File: src/rtl/bootmap_pkg.sv
package bootmap_pkg;
  localparam int NUM_PERIPH = 3;

  typedef enum int {
    PER_DMA  = 0,
    PER_PIO  = 1,
    PER_GPIB = 2
  } periph_e;

  typedef struct packed {
    logic rom;
    logic ram;
  } mem_sel_t;
endpackage

File: src/rtl/overlay_flag.sv
module overlay_flag (
  input  logic clk,
  input  logic rst_n,
  input  logic clr_hit,
  output logic overlay,
  output logic hit_q
);
  // The flag drops only once the qualifying read has left the bus.
  always_ff @(posedge clk or negedge rst_n) begin
    if (!rst_n) begin
      overlay <= 1'b1;
      hit_q   <= 1'b0;
    end else begin
      hit_q <= clr_hit;
      if (hit_q && !clr_hit) overlay <= 1'b0;
    end
  end
endmodule

File: src/rtl/mem_window_decode.sv
module mem_window_decode #(
  parameter int ADDR_W = 16,
  parameter int ROM_AW = 12
) (
  input  logic                  mem_rd,
  input  logic                  mem_wr,
  input  logic                  overlay,
  input  logic [ADDR_W-1:0]     addr,
  output bootmap_pkg::mem_sel_t sel,
  output logic [ROM_AW-1:0]     rom_offset
);
  localparam int PAGE_W = ADDR_W - ROM_AW;

  logic top_window;
  assign top_window = &addr[ADDR_W-1:ROM_AW];
  assign rom_offset = addr[ROM_AW-1:0];

  always_comb begin
    sel.rom = mem_rd && (overlay || top_window);
    sel.ram = mem_wr || (mem_rd && !overlay && !top_window);
  end

  // The top page number is an all-ones field of PAGE_W bits.
  if (PAGE_W < 1) begin : g_bad_geom
    initial $error("ROM must be smaller than the address space");
  end
endmodule

File: src/rtl/io_port_decode.sv
module io_port_decode #(
  parameter int IO_AW = 8,
  parameter int NP    = bootmap_pkg::NUM_PERIPH,
  parameter logic [NP-1:0][IO_AW-1:0] PORT_BASE = {8'h10, 8'h04, 8'h00},
  parameter logic [NP-1:0][3:0]       PORT_LG   = {4'd3, 4'd2, 4'd2}
) (
  input  logic             io_cyc,
  input  logic [IO_AW-1:0] port,
  output logic [NP-1:0]    sel
);
  for (genvar g = 0; g < NP; g++) begin : g_port
    localparam int LG = int'(PORT_LG[g]);
    assign sel[g] = io_cyc && (port[IO_AW-1:LG] == PORT_BASE[g][IO_AW-1:LG]);
  end
endmodule

File: src/rtl/boot_overlay_mapper.sv
module boot_overlay_mapper #(
  parameter int              ADDR_W   = 16,
  parameter int              ROM_AW   = 12,
  parameter int              IO_AW    = 8,
  parameter logic [IO_AW-1:0] OFF_PORT = 8'h1E,
  parameter logic [7:0]      IDLE_DAT = 8'hFF
) (
  input  logic              clk,
  input  logic              rst_n,
  input  logic [ADDR_W-1:0] addr,
  input  logic              mreq_n,
  input  logic              iorq_n,
  input  logic              rd_n,
  input  logic              wr_n,
  input  logic              m1_n,
  output logic              rom_cs,
  output logic              ram_cs,
  output logic [ROM_AW-1:0] rom_offset,
  output logic              dma_cs,
  output logic              pio_cs,
  output logic              gpib_cs,
  output logic [7:0]        io_rdata,
  output logic              io_rdata_oe
);
  import bootmap_pkg::*;

  logic mem_rd, mem_wr, io_cyc, clr_hit, overlay, hit_q;
  logic [IO_AW-1:0] port;
  logic [NUM_PERIPH-1:0] per_sel;
  mem_sel_t msel;

  assign port    = addr[IO_AW-1:0];
  assign mem_rd  = !mreq_n && !rd_n;
  assign mem_wr  = !mreq_n && !wr_n && rd_n;
  assign io_cyc  = !iorq_n && m1_n;
  assign clr_hit = io_cyc && !rd_n && (port == OFF_PORT);

  overlay_flag u_flag (
    .clk     (clk),
    .rst_n   (rst_n),
    .clr_hit (clr_hit),
    .overlay (overlay),
    .hit_q   (hit_q)
  );

  mem_window_decode #(.ADDR_W(ADDR_W), .ROM_AW(ROM_AW)) u_mem (
    .mem_rd     (mem_rd),
    .mem_wr     (mem_wr),
    .overlay    (overlay),
    .addr       (addr),
    .sel        (msel),
    .rom_offset (rom_offset)
  );

  io_port_decode #(.IO_AW(IO_AW)) u_io (
    .io_cyc (io_cyc),
    .port   (port),
    .sel    (per_sel)
  );

  assign rom_cs      = msel.rom;
  assign ram_cs      = msel.ram;
  assign dma_cs      = per_sel[PER_DMA];
  assign pio_cs      = per_sel[PER_PIO];
  assign gpib_cs     = per_sel[PER_GPIB];
  assign io_rdata_oe = clr_hit;
  assign io_rdata    = clr_hit ? IDLE_DAT : 8'h00;
endmodule

File: config.mk
export PLATFORM = sky130hd
export DESIGN_NAME = boot_overlay_mapper
export DESIGN_NICKNAME = d
export VERILOG_FILES = /design/src/rtl/bootmap_pkg.sv /design/src/rtl/overlay_flag.sv /design/src/rtl/mem_window_decode.sv /design/src/rtl/io_port_decode.sv /design/src/rtl/boot_overlay_mapper.sv
export SDC_FILE = /design/constraint.sdc
export NUM_CORES = 1
export LEC_CHECK = 0
export ABC_AREA = 1
export BUFFER_PORTS_ARGS = -buffer_cell sky130_fd_sc_hd__buf_2
export CAP_MARGIN = 20
export CORE_AREA = 4 4 41 43
export DETAILED_ROUTE_END_ITERATION = 8
export DIE_AREA = 0 0 45 47
export PLACE_DENSITY = 0.71
export SYNTH_ARGS = -nofsm -noshare
export SYNTH_HDL_FRONTEND = slang
export SYNTH_SLANG_ARGS = --single-unit
export TNS_END_PERCENT = 10
File: constraint.sdc
create_clock -name clk -period 2 [get_ports clk]
set_clock_uncertainty 0.15 [all_clocks]
set_input_delay 0.1 -clock clk [delete_from_list [all_inputs] [get_ports clk]]
set_output_delay 0.1 -clock clk [all_outputs]
set_load 0.1 [all_outputs]
# [Word level (Yosys, flattened, before mapping)]
# Cells that the tools add are included.
[classes] bitwise_logic=0 n_mux=1 n_mul=0 shifts=0 div=0 addsub=0 order_cmp=0 eq_ne=3 reduce_logical=24
[ops] cell="1-bit logical AND" count=13
[ops] cell="8-bit by 5-bit == test with 1-bit output (second input constant)" count=1
[ops] cell="8-bit 2-to-1 mux" count=1
[ops] cell="1-bit zero test" count=7
[ops] cell="6-bit by 1-bit == test with 1-bit output (second input constant)" count=1
[ops] cell="6-bit zero test" count=1
[ops] cell="5-bit by 2-bit == test with 1-bit output (second input constant)" count=1
[ops] cell="4-bit AND reduction" count=1
[ops] cell="1-bit logical OR" count=2
[word_totals] latch_bits=0 ramBits=0 reg_bits=2 input_bits=23 mem_bits_ro=0 memories=0

# [Longest topological paths before layout]
# Gate-level depths: netlist of the first run.
[logic_depth] ltp_word=6 ltp_mapped=6 mapped_depth_nobuf=5

# [By module]
# Synthesis of the first run repeated with hierarchy kept, for this count alone.
[unflattened] hier_cells=65 hier_area_um2=377.9
[by_module_without_submodules] mod="mem_window_decode" cells_per_inst=22 area_each_um2=128.9 n_inst=1 seq_area_each_um2=0.0
[by_module_without_submodules] mod="boot_overlay_mapper" cells_per_inst=25 area_each_um2=127.6 n_inst=1 seq_area_each_um2=0.0
[by_module_without_submodules] mod="overlay_flag" cells_per_inst=5 area_each_um2=67.6 n_inst=1 seq_area_each_um2=51.3
[by_module_without_submodules] mod="io_port_decode" cells_per_inst=13 area_each_um2=53.8 n_inst=1 seq_area_each_um2=0.0

# [Least setup slack after synthesis of the first run]
# OpenSTA, ideal clock, no wires.
[synth_timing] kind="reg2out" start="reg u_flag.overlay" end="out ram_cs" t_arrival_ns=2.617 path_stages_with_launch=4 setup_slack_ns=-0.867 cell_sequence="dfstp_2 > inv_1 > nand2_1 > a21boi_0"
[synth_between] elab_chain_cells=4
[synth_rtl] element="from (decl)" line="overlay_flag.sv:5" rtl="output logic overlay,"
[synth_rtl] element="from (signal assigned)" line="overlay_flag.sv:11" rtl="overlay <= 1'b1;"
[synth_rtl] element="from (signal assigned)" line="overlay_flag.sv:15" rtl="if (hit_q && !clr_hit) overlay <= 1'b0;"
[synth_rtl] element="1-bit zero test" line="mem_window_decode.sv:20" rtl="sel.ram = mem_wr || (mem_rd && !overlay && !top_window);"
[synth_rtl] element="1-bit logical AND (2 in a row)" line="mem_window_decode.sv:20"
[synth_rtl] element="1-bit logical OR" line="mem_window_decode.sv:20"
[synth_rtl] element="to (decl)" line="boot_overlay_mapper.sv:17" rtl="output logic ram_cs,"
# No other way between the ends.

# [Worst setup path after layout of the first run]
[layout_timing] start="reg u_flag.overlay" end="out rom_cs"
[layout_between] elab_chain_cells=2
[layout_rtl] element="1-bit logical OR" line="mem_window_decode.sv:19" rtl="sel.rom = mem_rd && (overlay || top_window);"
[layout_rtl] element="1-bit logical AND" line="mem_window_decode.sv:19"
[layout_rtl] element="to (decl)" line="boot_overlay_mapper.sv:16" rtl="output logic rom_cs,"
# No other way between the ends.

==> results of run 1 <==
## layout make-up
class	instances	area [um^2]	share of cell area
flip-flops and latches	2	51.30	0.1126
multi-input cells	22	118.9	0.2610
clock buffers	4	26.28	0.05769
well taps	15	18.77	0.04121
repair buffers	41	210.2	0.4615
inverters	8	30.03	0.06593
## per-stage QoR
stage	instance area, um^2	std cells	utilization
after global routing	455.4	92	0.3500
after floorplan	350.3	52	-
after detailed placement	419.2	87	0.3221
final	455.4	92	0.3500
after CTS	455.4	92	0.3500
after global placement	419.2	87	0.3221
## layout by cell type, fill, tap and decap left out
cell | netlist | routed
inv_1 | 8 | 8
dlygate4sd3_1 | 0 | 1
a21boi_1 | 0 | 1
nor2_1 | 5 | 5
nor3_2 | 1 | 2
nand2_1 | 8 | 8
nand3_1 | 1 | 1
nor3b_2 | 1 | 1
or2_4 | 1 | 1
clkbuf_1 | 0 | 1
a21oi_1 | 2 | 2
clkbuf_4 | 0 | 3
nand4_1 | 1 | 1
dfstp_2 | 1 | 1
dfrtp_1 | 1 | 1
buf_2 | 0 | 40
## state kept, by name, indices dropped and copies added, names as in the netlist
name / count
u_flag.hit_q: 1
u_flag.overlay: 1
## worst max-delay path by stage
stage | startpoint | to | cells after the start
after detailed placement | addr[5] | io_rdata[1] | 7
after global routing | u_flag.overlay | rom_cs | 5
after global placement | addr[5] | io_rdata[7] | 7
after CTS | u_flag.overlay | rom_cs | 5
final | u_flag.overlay | rom_cs | 5
after floorplan | u_flag.overlay | rom_cs | 4
## worst max-delay path, delay by kind of cell, from the launching register on
kind / cells / cell delay (ns)
flip-flops: 1 / 0.50
buffers and inverters: 2 / 0.46
AND/OR/NAND/NOR: 3 / 0.19
## kinds of logic (layout without fill, tap and decap cells)
family                 after synthesis  in the layout  synth area share
buffers and inverters               28             53            0.5217
AND/OR/NAND/NOR                     19             19            0.2790
flip-flops                           2              2            0.1486
AO/OA/AOI/OAI                        3              3           0.05073
## power by group
group | switching (uW) | internal, uW | total (uW)
clock network | 25.7 | 74.3 | 100
registers | 0.135 | 41.7 | 41.9
logic | 102 | 27.0 | 129
total | 128 | 143 | 271
## layer usage
metal	vias to the layer above	global-route usage
met3	0	0.02299
met2	27	0.1186
met1	135	0.08884
met5	-	0
li1	189	-
met4	0	0.07602
==> run_results.csv, run 1 <==
group,metric,value,unit
outcome,status,"finished clean",
worst_setup_path,crit_top_cell,"nand2_1",
route,drc_errors,0,
route,avgViaCountPerCell,3.815,
yosys,yosys-top-cells-count,"buf_4, inv_1, nand2_1, nor2_1, a21oi_1",
yosys,syn_avg_cell_area,6.641,um^2
yosys,synth_edf_count,0,
power,leakage,0.0003122,uW
worst_setup_path,crit_path_max_incr_delay,0.50,ns
route,drt_first_pass_iters,2,
worst_setup_path,worst_setup_path_start_kind,"flop",
sta,grt_setup_unrepaired,"no",
global_routing,grt_antenna_before_repair,0,
worst_setup_path,worst_setup_path_end_kind,"output port",
worst_setup_path,r2r_cells,2,
power,power.total,270.5,uW
worst_setup_path,crit_fanout,2,
sta,drv_slew,0,
global_routing,grt_pass1_vias,302,
layout,nets,101,
floorplanning,core_area,1301,um^2
worst_setup_path,crit_required,1.75,ns
route,top_layer,"met3",
yosys,yosysTopAreaCell,"buf_4",
sta,hold_slack,0.04057,ns
global_routing,grt_overflow,0,
job,maxCapViolCount,0,
sta,final_hold_viol_count,0,
worst_setup_path,path_class,"reg -> out",
global_routing,track_usage,0.07905,
worst_setup_path,r2r_start,"u_flag.overlay",
sta,worst_slew_pin_slew,0.4909,ns
sta,min_period,1.641,ns
route,routed_wl,820,um
global_routing,grt_start_max_net_pins,11,
floorplanning,initial_core_util,0.2654,
worst_setup_path,worstPathCellList,"inv_1 -> nand2_1 -> nand2_1 -> nor2_1 -> buf_2",
floorplanning,chipWidth,45,um
global_routing,grt_pass1_wl,1.166,mm
sta,setup_ws,0.3586,ns
yosys,yosysMostFrequentCell,"buf_4",
worst_setup_path,rrSetupSlack,1.11,ns
sta,setup_tns,0,ns
floorplanning,boundaryPins,49,
clocking,clock-root-buffer,"clkbuf_4",
sta,fin_crit_sh,0.8207,
yosys,synthArstFlopShare,1.000,
sta,max_freq,609.2,MHz
route,ant_nets,0,
placed_design,hpwlAfterDp,734.3,um
route,vias,351,
yosys,syn-cell-area,345.3,um^2
worst_setup_path,worstPathArrival,1.39,ns
yosys,synthCells,52,
power,ir_drop,0.2742,mV
clocking,cts.clk_slew.worst_paths,0.03,ns
yosys,yosysWarnings,0,
placed_design,port_buffers,40,
clocking,ctsHtreeMaxLevel,1,
yosys,ys_types,14,
clocking,holdBufCountCts,1,
floorplanning,die_area,2115,um^2
clocking,post_cts_resized,0,
layout,post_route_cells_drive_above_1_share,0.6234,
power,power_density,594.0,nW/um^2
worst_setup_path,rr_endpoint,"u_flag.overlay",
clocking,cts_tree,"yes",
yosys,yosys-top-cells-area,"buf_4, inv_1, nand2_1",
route,drt_iter0_drc,2,
worst_setup_path,crit_slowest_cell,"dfstp_2",
placed_design,gp_congestion,0.6597,
route,wl_met2,375,um
floorplanning,rows,13,
yosys,synth_nets,75,
min_path,hold_class,"in -> async",
sta,relSlewSlack,0.6750,
layout,n_antenna_cell,0,
layout,synthToLayoutAreaGrowth,31.88,%
clocking,clk_path_buf_depth,2,
clocking,cts_sinks,2,
clocking,cts_buffers,3,
route,route.met3.wl,146,um
route,wl_met1,297,um
sta,finalSetupViolCount,0,
layout,num-fill-cells,153,
route,wl_per_cell,8.913,um
placed_design,pre_cts_ws,0.5636,ns
clocking,clk_latency,0.23,ns
clocking,cts_setup_buffers,0,
floorplanning,die-height,47,um
yosys,netlist.area_leader.share,0.4348,
yosys,synth.ff_latch_count,2,
yosys,ys_seq_area_frac,0.1486,
yosys,synth_ff_type,"dfstp_2",
(Power assumes the default switching activity.)
==> inputs of run 2 (changes only) <==
--- a/config.mk
+++ b/config.mk
@@ -5,13 +5,13 @@
 export SDC_FILE = /design/constraint.sdc
 export NUM_CORES = 1
 export LEC_CHECK = 0
-export ABC_AREA = 1
+export ABC_AREA = 0
 export BUFFER_PORTS_ARGS = -buffer_cell sky130_fd_sc_hd__buf_2
 export CAP_MARGIN = 20
-export CORE_AREA = 4 4 41 43
+export CORE_MARGIN = 4
+export CORE_UTILIZATION = 24
 export DETAILED_ROUTE_END_ITERATION = 8
-export DIE_AREA = 0 0 45 47
-export PLACE_DENSITY = 0.71
+export PLACE_DENSITY = 0.72
 export SYNTH_ARGS = -nofsm -noshare
 export SYNTH_HDL_FRONTEND = slang
 export SYNTH_SLANG_ARGS = --single-unit
==> constraint.sdc (replaced) <==
create_clock -name clk -period 1.5 [get_ports clk]
set_clock_uncertainty 0.15 [all_clocks]
set_input_delay 0.075 -clock clk [delete_from_list [all_inputs] [get_ports clk]]
set_output_delay 0.075 -clock clk [all_outputs]
set_load 0.1 [all_outputs]
==> run_results.csv, run 2 <==
group,metric,value,unit
outcome,status,"finished with violations",
outcome,violations,"negative setup slack",
yosys,synth.ff_latch_count,2,
layout,synthToLayoutAreaGrowth,142.6,%
yosys,yosys-top-cells-count,"buf_4, nor2_1",
floorplanning,initial_core_util,0.2682,
route,drc_errors,0,
placed_design,place_area,708.2,um^2
global_routing,grt_start_max_net_pins,11,
power,clockPowerShare,0.335,
placed_design,dp.cells,73,
yosys,synth_ff_type,"dfstp_2",
yosys,yosysTopAreaCell,"buf_4",
worst_setup_path,crit_required,1.27,ns
floorplanning,boundaryPins,49,
worst_setup_path,crit_fanout,3,
power,swShare,0.4632,
floorplanning,die_area,1951,um^2
worst_setup_path,path_class,"reg -> out",
worst_setup_path,crit_path_max_incr_delay,0.55,ns
layout,nets,90,
floorplanning,core_area,1171,um^2
power,ir_drop,0.2889,mV
clocking,ctsHtreeMaxLevel,1,
layout,post_route_cells_drive_above_1_share,0.8636,
route,drt_iter0_drc,3,
yosys,ys_seq_area_frac,0.1633,
worst_setup_path,worstPathCellList,"a41oi_2 -> buf_4 -> nor3_4 -> buf_12",
yosys,yosysMostFrequentCell,"buf_4",
floorplanning,rows,12,
sta,worst_slew_pin_slew,0.4911,ns
sta,setup_ws,-0.03109,ns
job,maxCapViolCount,0,
global_routing,track_usage,0.1154,
yosys,synthArstFlopShare,1.000,
clocking,cts_buffers,3,
placed_design,port_buffers,40,
yosys,syn_avg_cell_area,8.488,um^2
clocking,cts_tree,"yes",
worst_setup_path,worstPathArrival,1.31,ns
global_routing,grt_overflow,0,
sta,finalSetupViolCount,1,
power,power.internal,209.5,uW
worst_setup_path,crit_family,"flip-flops",
power,p_switching,180.7,uW
yosys,netlist.area_leader.share,0.4781,
clocking,clk_path_buf_depth,2,
global_routing,grt_antenna_before_repair,0,
yosys,synth_nets,60,
route,ant_nets,0,
layout,num-fill-cells,84,
yosys,ys_types,17,
power,leakage,0.0003512,uW
route,vias,357,
worst_setup_path,crit_slowest_cell,"dfstp_2",
power,power_density,512.1,nW/um^2
clocking,cts_sinks,2,
worst_setup_path,worst_setup_path_end_kind,"output port",
sta,grt_setup_unrepaired,"yes",
yosys,syn-cell-area,314.1,um^2
route,avgViaCountPerCell,4.463,
route,drt_first_pass_iters,2,
yosys,yosysWarnings,0,
clocking,post_cts_resized,0,
floorplanning,chipWidth,44.18,um
placed_design,gp_congestion,0.6536,
yosys,yosys-top-cells-area,"buf_4, dfstp_2, dfrtp_1",
layout,top_regs,"u_flag.hit_q: 1 flops, u_flag.overlay: 1 flops",
power,power_frac_seq,0.145,
sta,relSlewSlack,0.6749,
power,combPwrFrac,0.520,
layout,mostFrequentLayoutCells,"buf_2, buf_12, clkbuf_4",
yosys,synth_edf_count,0,
layout,layout_commonest_cell,"buf_2",
route,wl_per_cell,12.33,um
global_routing,grt_pass1_wl,1.662,mm
worst_setup_path,worst_setup_path_start_kind,"flop",
floorplanning,die-height,44.18,um
layout,finalInstanceArea,762.0,um^2
sta,max_freq,653.1,MHz
route,routed_wl,986,um
layout,n_antenna_cell,0,
global_routing,grt_pass1_vias,403,
sta,setup_tns,-0.03109,ns
yosys,synthCells,37,
placed_design,hpwlAfterDp,859.5,um
worst_setup_path,cp.buffers_inverters,2,
sta,fin_crit_sh,1.021,
sta,final_hold_viol_count,0,
clocking,clk_latency,0.23,ns
clocking,clock-root-buffer,"clkbuf_4",
clocking,cts.clk_slew.worst_paths,0.03,ns
layout,instances_no_fill,80,
sta,drv_slew,0,
sta,min_period,1.531,ns
min_path,hold_class,"in -> out",
run 2: cell types whose count changed after synthesis, moves of 2 or more:
cell / previous run / this run
a21oi_1: 2 / 0
inv_1: 8 / 1
nor2_1: 5 / 2
nand2_1: 8 / 0
run 2: metal layers:
layer  global-route usage  wire length [um]
met1               0.1039               261
met2               0.2064               559
met3              0.06504               165
met4              0.05422                 0
met5                    0                 0
run 2: kinds of logic after synthesis:
logic type	count (synthesis)	share of synthesized area
buf+inv	21	0.4900
simple gates	11	0.2749
flops	2	0.1633
compound gates	3	0.07174
run 2: layout make-up:
cell class	instances	area (um^2)	area share
tap	14	17.52	0.02299
clock buffer	4	26.28	0.03448
sequential	2	51.30	0.06732
multi-input combinational	14	197.7	0.2594
inverter	1	3.754	0.004926
timing repair buffer	45	465.4	0.6108
run 2: worst paths after layout:
check / from / cells past startpoint / slack, ns / end
min: addr[9] / 0 / 0.0002 / rom_offset[9]
max reg2reg: u_flag.overlay / 2 / 0.49 / u_flag.overlay
max in group asynchronous: rst_n / 2 / 0.98 / u_flag.overlay
min reg2reg: u_flag.hit_q / 1 / 0.29 / u_flag.overlay
max: u_flag.overlay / 4 / -0.03 / rom_cs
min in group asynchronous: rst_n / 2 / 0.03 / u_flag.hit_q
run 2: power groups by stage:
stage	registers (uW)	logic, uW	clock network, uW
2_1_floorplan	56.8	195	0
3_3_place_gp	57.0	197	0
3_5_place_dp	57.0	199	0
4_1_cts	56.5	204	138
5_1_grt	56.5	211	145
6_report	56.5	203	131
run 2: worst register-to-register path, delay by kind of cell, from the launching register on:
family | cells | cell delay, ns
AO/OA/AOI/OAI | 1 | 0.14
flip-flops | 1 | 0.55
AND/OR/NAND/NOR | 1 | 0.09
run 2: what timing repair did:
| item | in CTS | in global routing |
|---|---|---|
| endpoints found under the setup margin | 1 | 2 |
| buffers inserted | 1 | 0 |
| hold endpoints to repair | 3 | 0 |
| hold buffers | 2 | 0 |
| pin swaps | 0 | 0 |
run 2: metrics by stage:
step | hold WS, ns | setup slack (ns) | util | power (uW)
4_1_cts | 0.0006813 | -0.04050 | 0.6506 | 398.6
5_1_grt | 0.0006434 | -0.08403 | 0.6506 | 412.0
2_1_floorplan | -0.3706 | -0.2891 | - | 252.1
3_3_place_gp | -0.2905 | 0.1465 | 0.6047 | 253.8
3_5_place_dp | -0.2877 | 0.1216 | 0.6047 | 255.8
6_report | 0.0002169 | -0.03109 | 0.6506 | 390.2
